===== src/rtl/sup_pkg.sv =====
// Package: shared types for the supervisor.
// Assumes: nothing; holds declarations only.
package sup_pkg;
    // Watchdog state: counting or expired
    typedef enum logic {
        WD_ARMED   = 1'b0,
        WD_EXPIRED = 1'b1
    } wd_state_e;

    // The conditions that can hold the system in reset
    typedef struct packed {
        logic supply_low;
        logic manual;
    } rst_cause_t;
endpackage


===== src/rtl/sup_sync.sv =====
// Module: sup_sync
// A chain of STAGES flops that brings an asynchronous level into the clk domain.
// Assumes: STAGES >= 2. The chain resets to RST_VAL, the idle level of the input.
module sup_sync #(
    parameter int   STAGES  = 2,
    parameter logic RST_VAL = 1'b0
) (
    input  logic clk,
    input  logic rst_n,
    input  logic d_i,
    output logic q_o
);
    logic [STAGES-1:0] chain_q;

    genvar g;
    for (g = 0; g < STAGES; g++) begin : g_stage
        if (g == 0) begin : g_first
            // First stage samples the raw input
            always_ff @(posedge clk) begin
                if (!rst_n) chain_q[0] <= RST_VAL;
                else        chain_q[0] <= d_i;
            end
        end else begin : g_next
            // Later stages pass the value along
            always_ff @(posedge clk) begin
                if (!rst_n) chain_q[g] <= RST_VAL;
                else        chain_q[g] <= chain_q[g-1];
            end
        end
    end

    assign q_o = chain_q[STAGES-1];
endmodule


===== src/rtl/sup_debounce.sv =====
// Module: sup_debounce
// Accepts a new input level only after it has differed from the accepted
// level on WINDOW consecutive edges. Any return to the accepted level
// restarts the run.
// Assumes: the input is already synchronous. The accepted level resets to 1 (released).
module sup_debounce #(
    parameter int WINDOW = 8
) (
    input  logic clk,
    input  logic rst_n,
    input  logic level_i,
    output logic level_o
);
    localparam int CW = $clog2(WINDOW + 1);

    logic          stable_q;
    logic [CW-1:0] run_q;

    // Count the run of differing samples and take the new level at the window's end
    always_ff @(posedge clk) begin
        if (!rst_n) begin
            stable_q <= 1'b1;
            run_q    <= '0;
        end else if (level_i == stable_q) begin
            run_q    <= '0;
        end else if (run_q == CW'(WINDOW - 1)) begin
            stable_q <= level_i;
            run_q    <= '0;
        end else begin
            run_q    <= run_q + CW'(1);
        end
    end

    assign level_o = stable_q;
endmodule


===== src/rtl/sup_rst_stretch.sv =====
// Module: sup_rst_stretch
// Holds reset active while the trigger is high. After the last edge that
// sees the trigger, it holds reset for HOLD edges more.
// Assumes: HOLD >= 1. The block reset counts as a trigger, so power-up is stretched too.
module sup_rst_stretch #(
    parameter int HOLD = 40
) (
    input  logic clk,
    input  logic rst_n,
    input  logic trig_i,
    output logic active_o
);
    localparam int CW = $clog2(HOLD + 1);

    logic          active_q;
    logic [CW-1:0] hold_q;

    // Restart the hold on any trigger; release once the hold count is used up
    always_ff @(posedge clk) begin
        if (!rst_n || trig_i) begin
            active_q <= 1'b1;
            hold_q   <= '0;
        end else if (active_q) begin
            if (hold_q == CW'(HOLD - 1)) begin
                active_q <= 1'b0;
                hold_q   <= '0;
            end else begin
                hold_q   <= hold_q + CW'(1);
            end
        end
    end

    assign active_o = active_q;
endmodule


===== src/rtl/sup_wdog.sv =====
// Module: sup_wdog
// Watchdog. Both edges of the synchronised kick restart the count. The count
// is also held clear while the system is in reset or the kick line floats.
// After TIMEOUT quiet edges the alarm drops, and it stays low until the next
// clear. The alarm is also forced low by a registered copy of supply-low.
// Assumes: kick_i is synchronous; sys_rst_i comes from a register.
module sup_wdog
    import sup_pkg::*;
#(
    parameter int TIMEOUT = 60
) (
    input  logic clk,
    input  logic rst_n,
    input  logic kick_i,
    input  logic float_i,
    input  logic sys_rst_i,
    input  logic supply_low_i,
    output logic alarm_n_o
);
    localparam int CW = $clog2(TIMEOUT + 1);

    logic          kick_prev_q;
    logic          kick_edge;
    logic          clear;
    logic [CW-1:0] idle_q;
    wd_state_e     state_q;
    logic          low_q;

    assign kick_edge = kick_i ^ kick_prev_q;
    assign clear     = kick_edge | float_i | sys_rst_i;

    // Remember the previous kick level for edge detection
    always_ff @(posedge clk) begin
        if (!rst_n) kick_prev_q <= 1'b0;
        else        kick_prev_q <= kick_i;
    end

    // Count quiet cycles and expire at the timeout
    always_ff @(posedge clk) begin
        if (!rst_n || clear) begin
            idle_q  <= '0;
            state_q <= WD_ARMED;
        end else if (state_q == WD_ARMED) begin
            if (idle_q == CW'(TIMEOUT - 1)) state_q <= WD_EXPIRED;
            else                            idle_q  <= idle_q + CW'(1);
        end
    end

    // Register supply-low so that the alarm is released on the first edge after it clears
    always_ff @(posedge clk) begin
        if (!rst_n) low_q <= 1'b0;
        else        low_q <= supply_low_i;
    end

    assign alarm_n_o = ~((state_q == WD_EXPIRED) | low_q);
endmodule


===== src/rtl/sup_supervisor.sv =====
// Module: sup_supervisor (top)
// Supply supervisor. It combines supply-low and the debounced manual reset
// into a stretched system reset, runs an edge-cleared watchdog with its own
// alarm, and registers the power-fail indication.
// Assumes: supply_low_i, pwr_below_i and wd_float_i are synchronous flags;
// man_rst_n_i and wd_kick_i are asynchronous.
module sup_supervisor
    import sup_pkg::*;
#(
    parameter int SYNC_STAGES = 2,
    parameter int DEB_CYC     = 8,
    parameter int HOLD_CYC    = 40,
    parameter int WDOG_CYC    = 60
) (
    input  logic clk,
    input  logic rst_n,
    input  logic supply_low_i,
    input  logic man_rst_n_i,
    input  logic pwr_below_i,
    input  logic wd_kick_i,
    input  logic wd_float_i,
    output logic sys_rst_n_o,
    output logic sys_rst_o,
    output logic wd_alarm_n_o,
    output logic pwr_fail_n_o
);
    logic       mr_sync;
    logic       mr_level;
    logic       kick_sync;
    logic       rst_active;
    logic       pf_n_q;
    rst_cause_t cause;

    sup_sync #(.STAGES(SYNC_STAGES), .RST_VAL(1'b1)) mr_sync_i (
        .clk(clk), .rst_n(rst_n), .d_i(man_rst_n_i), .q_o(mr_sync)
    );

    sup_sync #(.STAGES(SYNC_STAGES), .RST_VAL(1'b0)) kick_sync_i (
        .clk(clk), .rst_n(rst_n), .d_i(wd_kick_i), .q_o(kick_sync)
    );

    sup_debounce #(.WINDOW(DEB_CYC)) mr_deb_i (
        .clk(clk), .rst_n(rst_n), .level_i(mr_sync), .level_o(mr_level)
    );

    // Gather the reset causes
    always_comb begin
        cause.supply_low = supply_low_i;
        cause.manual     = ~mr_level;
    end

    sup_rst_stretch #(.HOLD(HOLD_CYC)) stretch_i (
        .clk(clk), .rst_n(rst_n), .trig_i(|cause), .active_o(rst_active)
    );

    sup_wdog #(.TIMEOUT(WDOG_CYC)) wdog_i (
        .clk(clk), .rst_n(rst_n), .kick_i(kick_sync), .float_i(wd_float_i),
        .sys_rst_i(rst_active), .supply_low_i(supply_low_i), .alarm_n_o(wd_alarm_n_o)
    );

    // Register the power-fail indication
    always_ff @(posedge clk) begin
        if (!rst_n) pf_n_q <= 1'b1;
        else        pf_n_q <= ~pwr_below_i;
    end

    assign sys_rst_n_o  = ~rst_active;
    assign sys_rst_o    = rst_active;
    assign pwr_fail_n_o = pf_n_q;
endmodule


===== config.mk =====
export PLATFORM = sky130hd
export DESIGN_NAME = sup_supervisor
export DESIGN_NICKNAME = d
export VERILOG_FILES = /design/src/rtl/sup_pkg.sv /design/src/rtl/sup_sync.sv /design/src/rtl/sup_debounce.sv /design/src/rtl/sup_rst_stretch.sv /design/src/rtl/sup_wdog.sv /design/src/rtl/sup_supervisor.sv
export SDC_FILE = /design/constraint.sdc
export NUM_CORES = 1
export LEC_CHECK = 0
export CORE_ASPECT_RATIO = 0.7
export CORE_MARGIN = 1
export CORE_UTILIZATION = 39
export CTS_CLUSTER_SIZE = 25
export DETAILED_ROUTE_END_ITERATION = 10
export GPL_TIMING_DRIVEN = 0
export PLACE_DENSITY = 0.69
export SETUP_SLACK_MARGIN = 0.15
export SLEW_MARGIN = 10
export SYNTH_ARGS = -nofsm -noshare
export SYNTH_HDL_FRONTEND = slang
export SYNTH_HIERARCHICAL = 1
export SYNTH_SLANG_ARGS = --single-unit

===== constraint.sdc =====
create_clock -name clk -period 3.4 [get_ports clk]
set_input_delay 1.02 -clock clk [delete_from_list [all_inputs] [get_ports clk]]
set_output_delay 1.02 -clock clk [all_outputs]
set_load 0.01 [all_outputs]

# [After elaboration in Yosys (flattened, before gate mapping)]
# Cells that the tools add are included.
[word_totals] regBits=26 latch_bits=0 ramBits=0 romBits=0 inputBits=7 out_inout_bits=4 wordCells=44 n_memories=0
[op_classes] addsub=3 n_mul=0 n_div=0 order_cmp=0 eq_ne=4 n_shift=0 n_mux=5 bitwise_logic=12 reduce_logical=7
[op_table] operator="adder 6 x 1 -> 6 bit, second input constant" n=2
[op_table] operator="equality test 6 bit, second input constant" n=2
[op_table] operator="NOT 1 bit" n=8
[op_table] operator="two-way mux 6 bit" n=1
[op_table] operator="adder 4 x 1 -> 4 bit, second input constant" n=1
[op_table] operator="equality test 4 x 3 -> 1 bit, second input constant" n=1
[op_table] operator="two-way mux 1 bit" n=4
[op_table] operator="AND reduction 2 bit" n=2
[op_table] operator="OR 1 bit" n=3
[op_table] operator="OR reduction 3 bit" n=1
[op_table] operator="logical OR 1 bit" n=2
[op_table] operator="OR reduction 2 bit" n=1
[op_table] operator="equality test 1 bit" n=1
[op_table] operator="zero test 1 bit" n=1
[op_table] operator="XOR 1 bit" n=1

# [Longest topological paths before layout]
[logic_depth] word_depth=4 ltp_mapped=4 ltp_nobuf=4

# [Modules after synthesis]
# The synthesis kept the hierarchy.
[modules_own_cells] mod="sup_wdog" n_inst=1 cells_per_inst=41 area_per_inst_um2=385.4 seq_area_each_um2=180.2
[modules_own_cells] mod="sup_rst_stretch" n_inst=1 cells_per_inst=32 area_per_inst_um2=304.0 seq_area_each_um2=140.1
[modules_own_cells] mod="sup_debounce" n_inst=1 cells_per_inst=19 area_per_inst_um2=192.7 seq_area_each_um2=100.1
[modules_own_cells] mod="sup_sync" n_inst=2 cells_per_inst=4 area_per_inst_um2=52.6 seq_area_each_um2=40.0
[modules_own_cells] mod="sup_supervisor" n_inst=1 cells_per_inst=4 area_per_inst_um2=33.8 seq_area_each_um2=20.0

# [Worst setup path after synthesis]
# OpenSTA, ideal clock, no wires.
[synth_timing] kind="register -> output" from="register stretch_i.active_q, in the netlist stretch_i/active_o" to="output port sys_rst_n_o" arrival_ps=634 t_required_ps=2380 setup_slack_ps=1746 stages_incl_launch_ff=2 path_buffers=0 path_cell_list="dfxtp_1 -> inv_1"
[synth_between] elab_chain_len=1
[synth_rtl] item="start: declaration" line_no="sup_rst_stretch.sv:15" text="logic active_q;"
[synth_rtl] item="start signal: assignment" line_no="sup_rst_stretch.sv:21" text="active_q <= 1'b1;"
[synth_rtl] item="start signal: assignment" line_no="sup_rst_stretch.sv:25" text="active_q <= 1'b0;"
[synth_rtl] item="NOT 1 bit" line_no="sup_supervisor.sv:67" text="assign sys_rst_n_o = ~rst_active;"
[synth_rtl] item="end: declaration" line_no="sup_supervisor.sv:22" text="output logic sys_rst_n_o,"
# No other way between the ends.

# [Worst setup path in the final report]
[layout_timing] from="register stretch_i.active_q, in the netlist stretch_i/active_o" to="output port sys_rst_o"
[layout_lines] item="end: declaration" line_no="sup_supervisor.sv:23" text="output logic sys_rst_o,"
# No word-level cell between the ends.

==> flow_summary.toml <==
[drt]
drc = 0
ant_nets = 0
wl_per_cell_um = 11.0
dr.pass1.iters = 4
num_vias = 717
top_layer_used = "met4"
met1_length_um = 812
wl_met2_um = 748
wirelength_um = 1680
drtIter0Drc = 31
wl_met3_um = 77
post_drt_via_cell_ratio = 4.72

[worst_setup_path]
r2r_cells = 3
max_stage_delay_ps = 600
required_ps = 2380
worst_r2r_startpoint = "stretch_i/active_o$_SDFF_PP1_"
crit_arrival_ps = 1410
crit_family = "buffers and inverters"
r2r_slack_ps = 1960
slowest_stage = "clkdlybuf4s50_1"
path_cells = "clkdlybuf4s50_1"
crit_fanout = 9
r2r_end = "stretch_i/hold_q[5]$_SDFFE_PP0P_"
cp.buffers_inverters = 1
worst-setup-path-type = "flop to primary output"
cp-start-kind = "flop"
end_kind = "primary output"

[timing]
worstMarginPinSlew_ps = 380
layout_min_cycle_time_ps = 2430
slew_headroom_pct = 74.5
finClkSkew_ps = 4.74
fmax_mhz = 412
hold_violations = 0
post-route-period-util_pct = 71.4
setup_tns_ps = 0
setup_violations = 0
rsz0062_at_grt = "false"
hold_ws_ps = 439
finalMaxSlewViolations = 0

[clock_tree]
cts_made_buffers = 3
cts_root_buf = "clkbuf_8"
clock-sinks = 26
cts_hold_buf = 0
post_cts_buffers = 0
h-tree-depth = 1
cts_max_path_buffers = 2
cts_tree = "yes"
insertion_delay_ps = 270
ctsResizeCount = 0
path_clk_slew_ps = 90

[layout]
top_regs = "stretch_i/hold_q (6), wdog_i/idle_q (6), mr_deb_i/run_q (4)"
fillers = 246
multi_input_area_sq_um = 485
nets = 129
drive_gt1_share_pct = 6.78
syn_to_final_growth_pct = 19.4
utilization_pct = 49.2
n_antenna_cell = 0
seq_area_sq_um = 520
design_area_sq_mm = 0.00122

[logic_synthesis]
synth.avg_cell_area_sq_um = 9.82
synth_top_cell_by_area = "dfxtp_1"
synth_cell_types = 26
synth_edf_count = 0
syn-num-nets = 114
ys_seq_elements = 26
synth_top_area_share_pct = 51.0
netlist_area_sq_mm = 0.00102
synth_top_cells_by_count = "dfxtp_1, nor2_1, nand2_1, xor2_1"
ys_seq_area_share_pct = 51.0
synthTopCellsByArea = "dfxtp_1, xor2_1, mux2i_1"
yosysMostFrequentCell = "dfxtp_1"
async_reset_ff_share_pct = 0
syn_inst = 104
synth_warnings = 6
ys.flop_type = "dfxtp_1"

[global_routing]
grt_antenna_before_repair = 0
grt_overflow = 0
grt_max_degree = 15
grt_pass1_vias = 686
grt_use_total_pct = 13.9
grt_pass1_wl_um = 2820

[die]
rows = 15
core_area_sq_mm = 0.00248
num_io_pins = 11
die_y_um = 44.8
die-area_sq_mm = 0.00283
fp.dieW_um = 63.2
start_util_pct = 41.2

[status]
outcome = "finished clean"

[pwr]
p_sw_share_pct = 19.9
p_leak_nw = 0.516
p_sw_uw = 106
internal_power_uw = 426
power_frac_clock_pct = 37.2
ir_drop_mv = 0.282
combPwrFrac_pct = 4.1
power_density_mw_per_mm2 = 437
p_seq_share_pct = 58.7

[place]
placed_cell_area_sq_mm = 0.00116
numPortBuffers = 10
dp_hpwl_um = 1250
gp_congestion = 0.727

[worst_hold_path]
worstHoldStart = "mr_sync_i/chain_q[0]$_SDFF_PN1_"
min_to = "mr_sync_i/q_o$_SDFF_PN1_"
hold_class = "flop to flop"
whs_path_depth = 1

[run]
cap_violations = 0
==> power groups by stage <==
stage | logic (mW) | registers [mW] | clock network, mW
floorplan | 0.00914 | 0.319 | 0
global placement | 0.0217 | 0.319 | 0
detailed placement | 0.0224 | 0.319 | 0
CTS | 0.0225 | 0.312 | 0.208
global route | 0.0244 | 0.313 | 0.217
finish | 0.0220 | 0.312 | 0.198
==> routing by layer <==
layer	global-route usage (%)	vias up
met3	6.82	5
met1	15.0	322
li1	-	381
met2	22.8	9
met5	0	-
met4	8.37	0
==> cell type report <==
| class | count | share of cell area [%] |
|---|---|---|
| flip-flops and latches | 26 | 42.7 |
| repair buffers | 10 | 8.21 |
| clock buffers | 4 | 4.52 |
| multi-input cells | 74 | 39.8 |
| well taps | 34 | 3.49 |
| inverters | 4 | 1.23 |
==> how the worst max path moves through the flow <==
stage                                             start                             to  cells past startpoint
after floorplan           stretch_i/active_o$_SDFF_PP1_                    sys_rst_n_o                      1
after global placement                            rst_n  wdog_i/idle_q[5]$_SDFFE_PP0P_                      4
after detailed placement                          rst_n  wdog_i/idle_q[4]$_SDFFE_PP0P_                      4
after CTS                 stretch_i/active_o$_SDFF_PP1_                      sys_rst_o                      1
after global routing      stretch_i/active_o$_SDFF_PP1_                      sys_rst_o                      1
final                     stretch_i/active_o$_SDFF_PP1_                      sys_rst_o                      1
==> cells in the final DEF (no fill, tap or decap), drive strengths merged, types with 2 or more instances in the layout <==
cell and instances:
a21oi 4, and2 5, and3 3, clkbuf 4, clkdlybuf4s50 10, dfxtp 26
ha 3, inv 4, mux2i 4, nand2 9, nand2b 5, nand3 5
nand3b 2, nand4 2, nor2 10, o21ai 3, or3 4, xor2 7
==> through the flow <==
| stage | worst slack [ps] | power, mW | instances |
|---|---|---|---|
| 3_5_place_dp | 824 | 0.342 | 148 |
| 6_report | 973 | 0.532 | 152 |
| 2_1_floorplan | 1750 | 0.328 | 104 |
| 3_3_place_gp | 919 | 0.341 | 148 |
| 5_1_grt | 883 | 0.554 | 152 |
| 4_1_cts | 946 | 0.543 | 152 |
==> cell families (layout without fill, tap and decap cells) <==
logic type,after synthesis,after routing,synth area share [%]
adder cells (fa/ha/maj),3,3,3.68
XOR/XNOR,8,8,6.86
AND/OR/NAND/NOR,48,48,26.5
buffers and inverters,4,18,1.47
flip-flops,26,26,51.0
AO/OA/AOI/OAI,11,11,6.62
multiplexers,4,4,3.92
No activity file was read; power rests on OpenSTA's default activity.
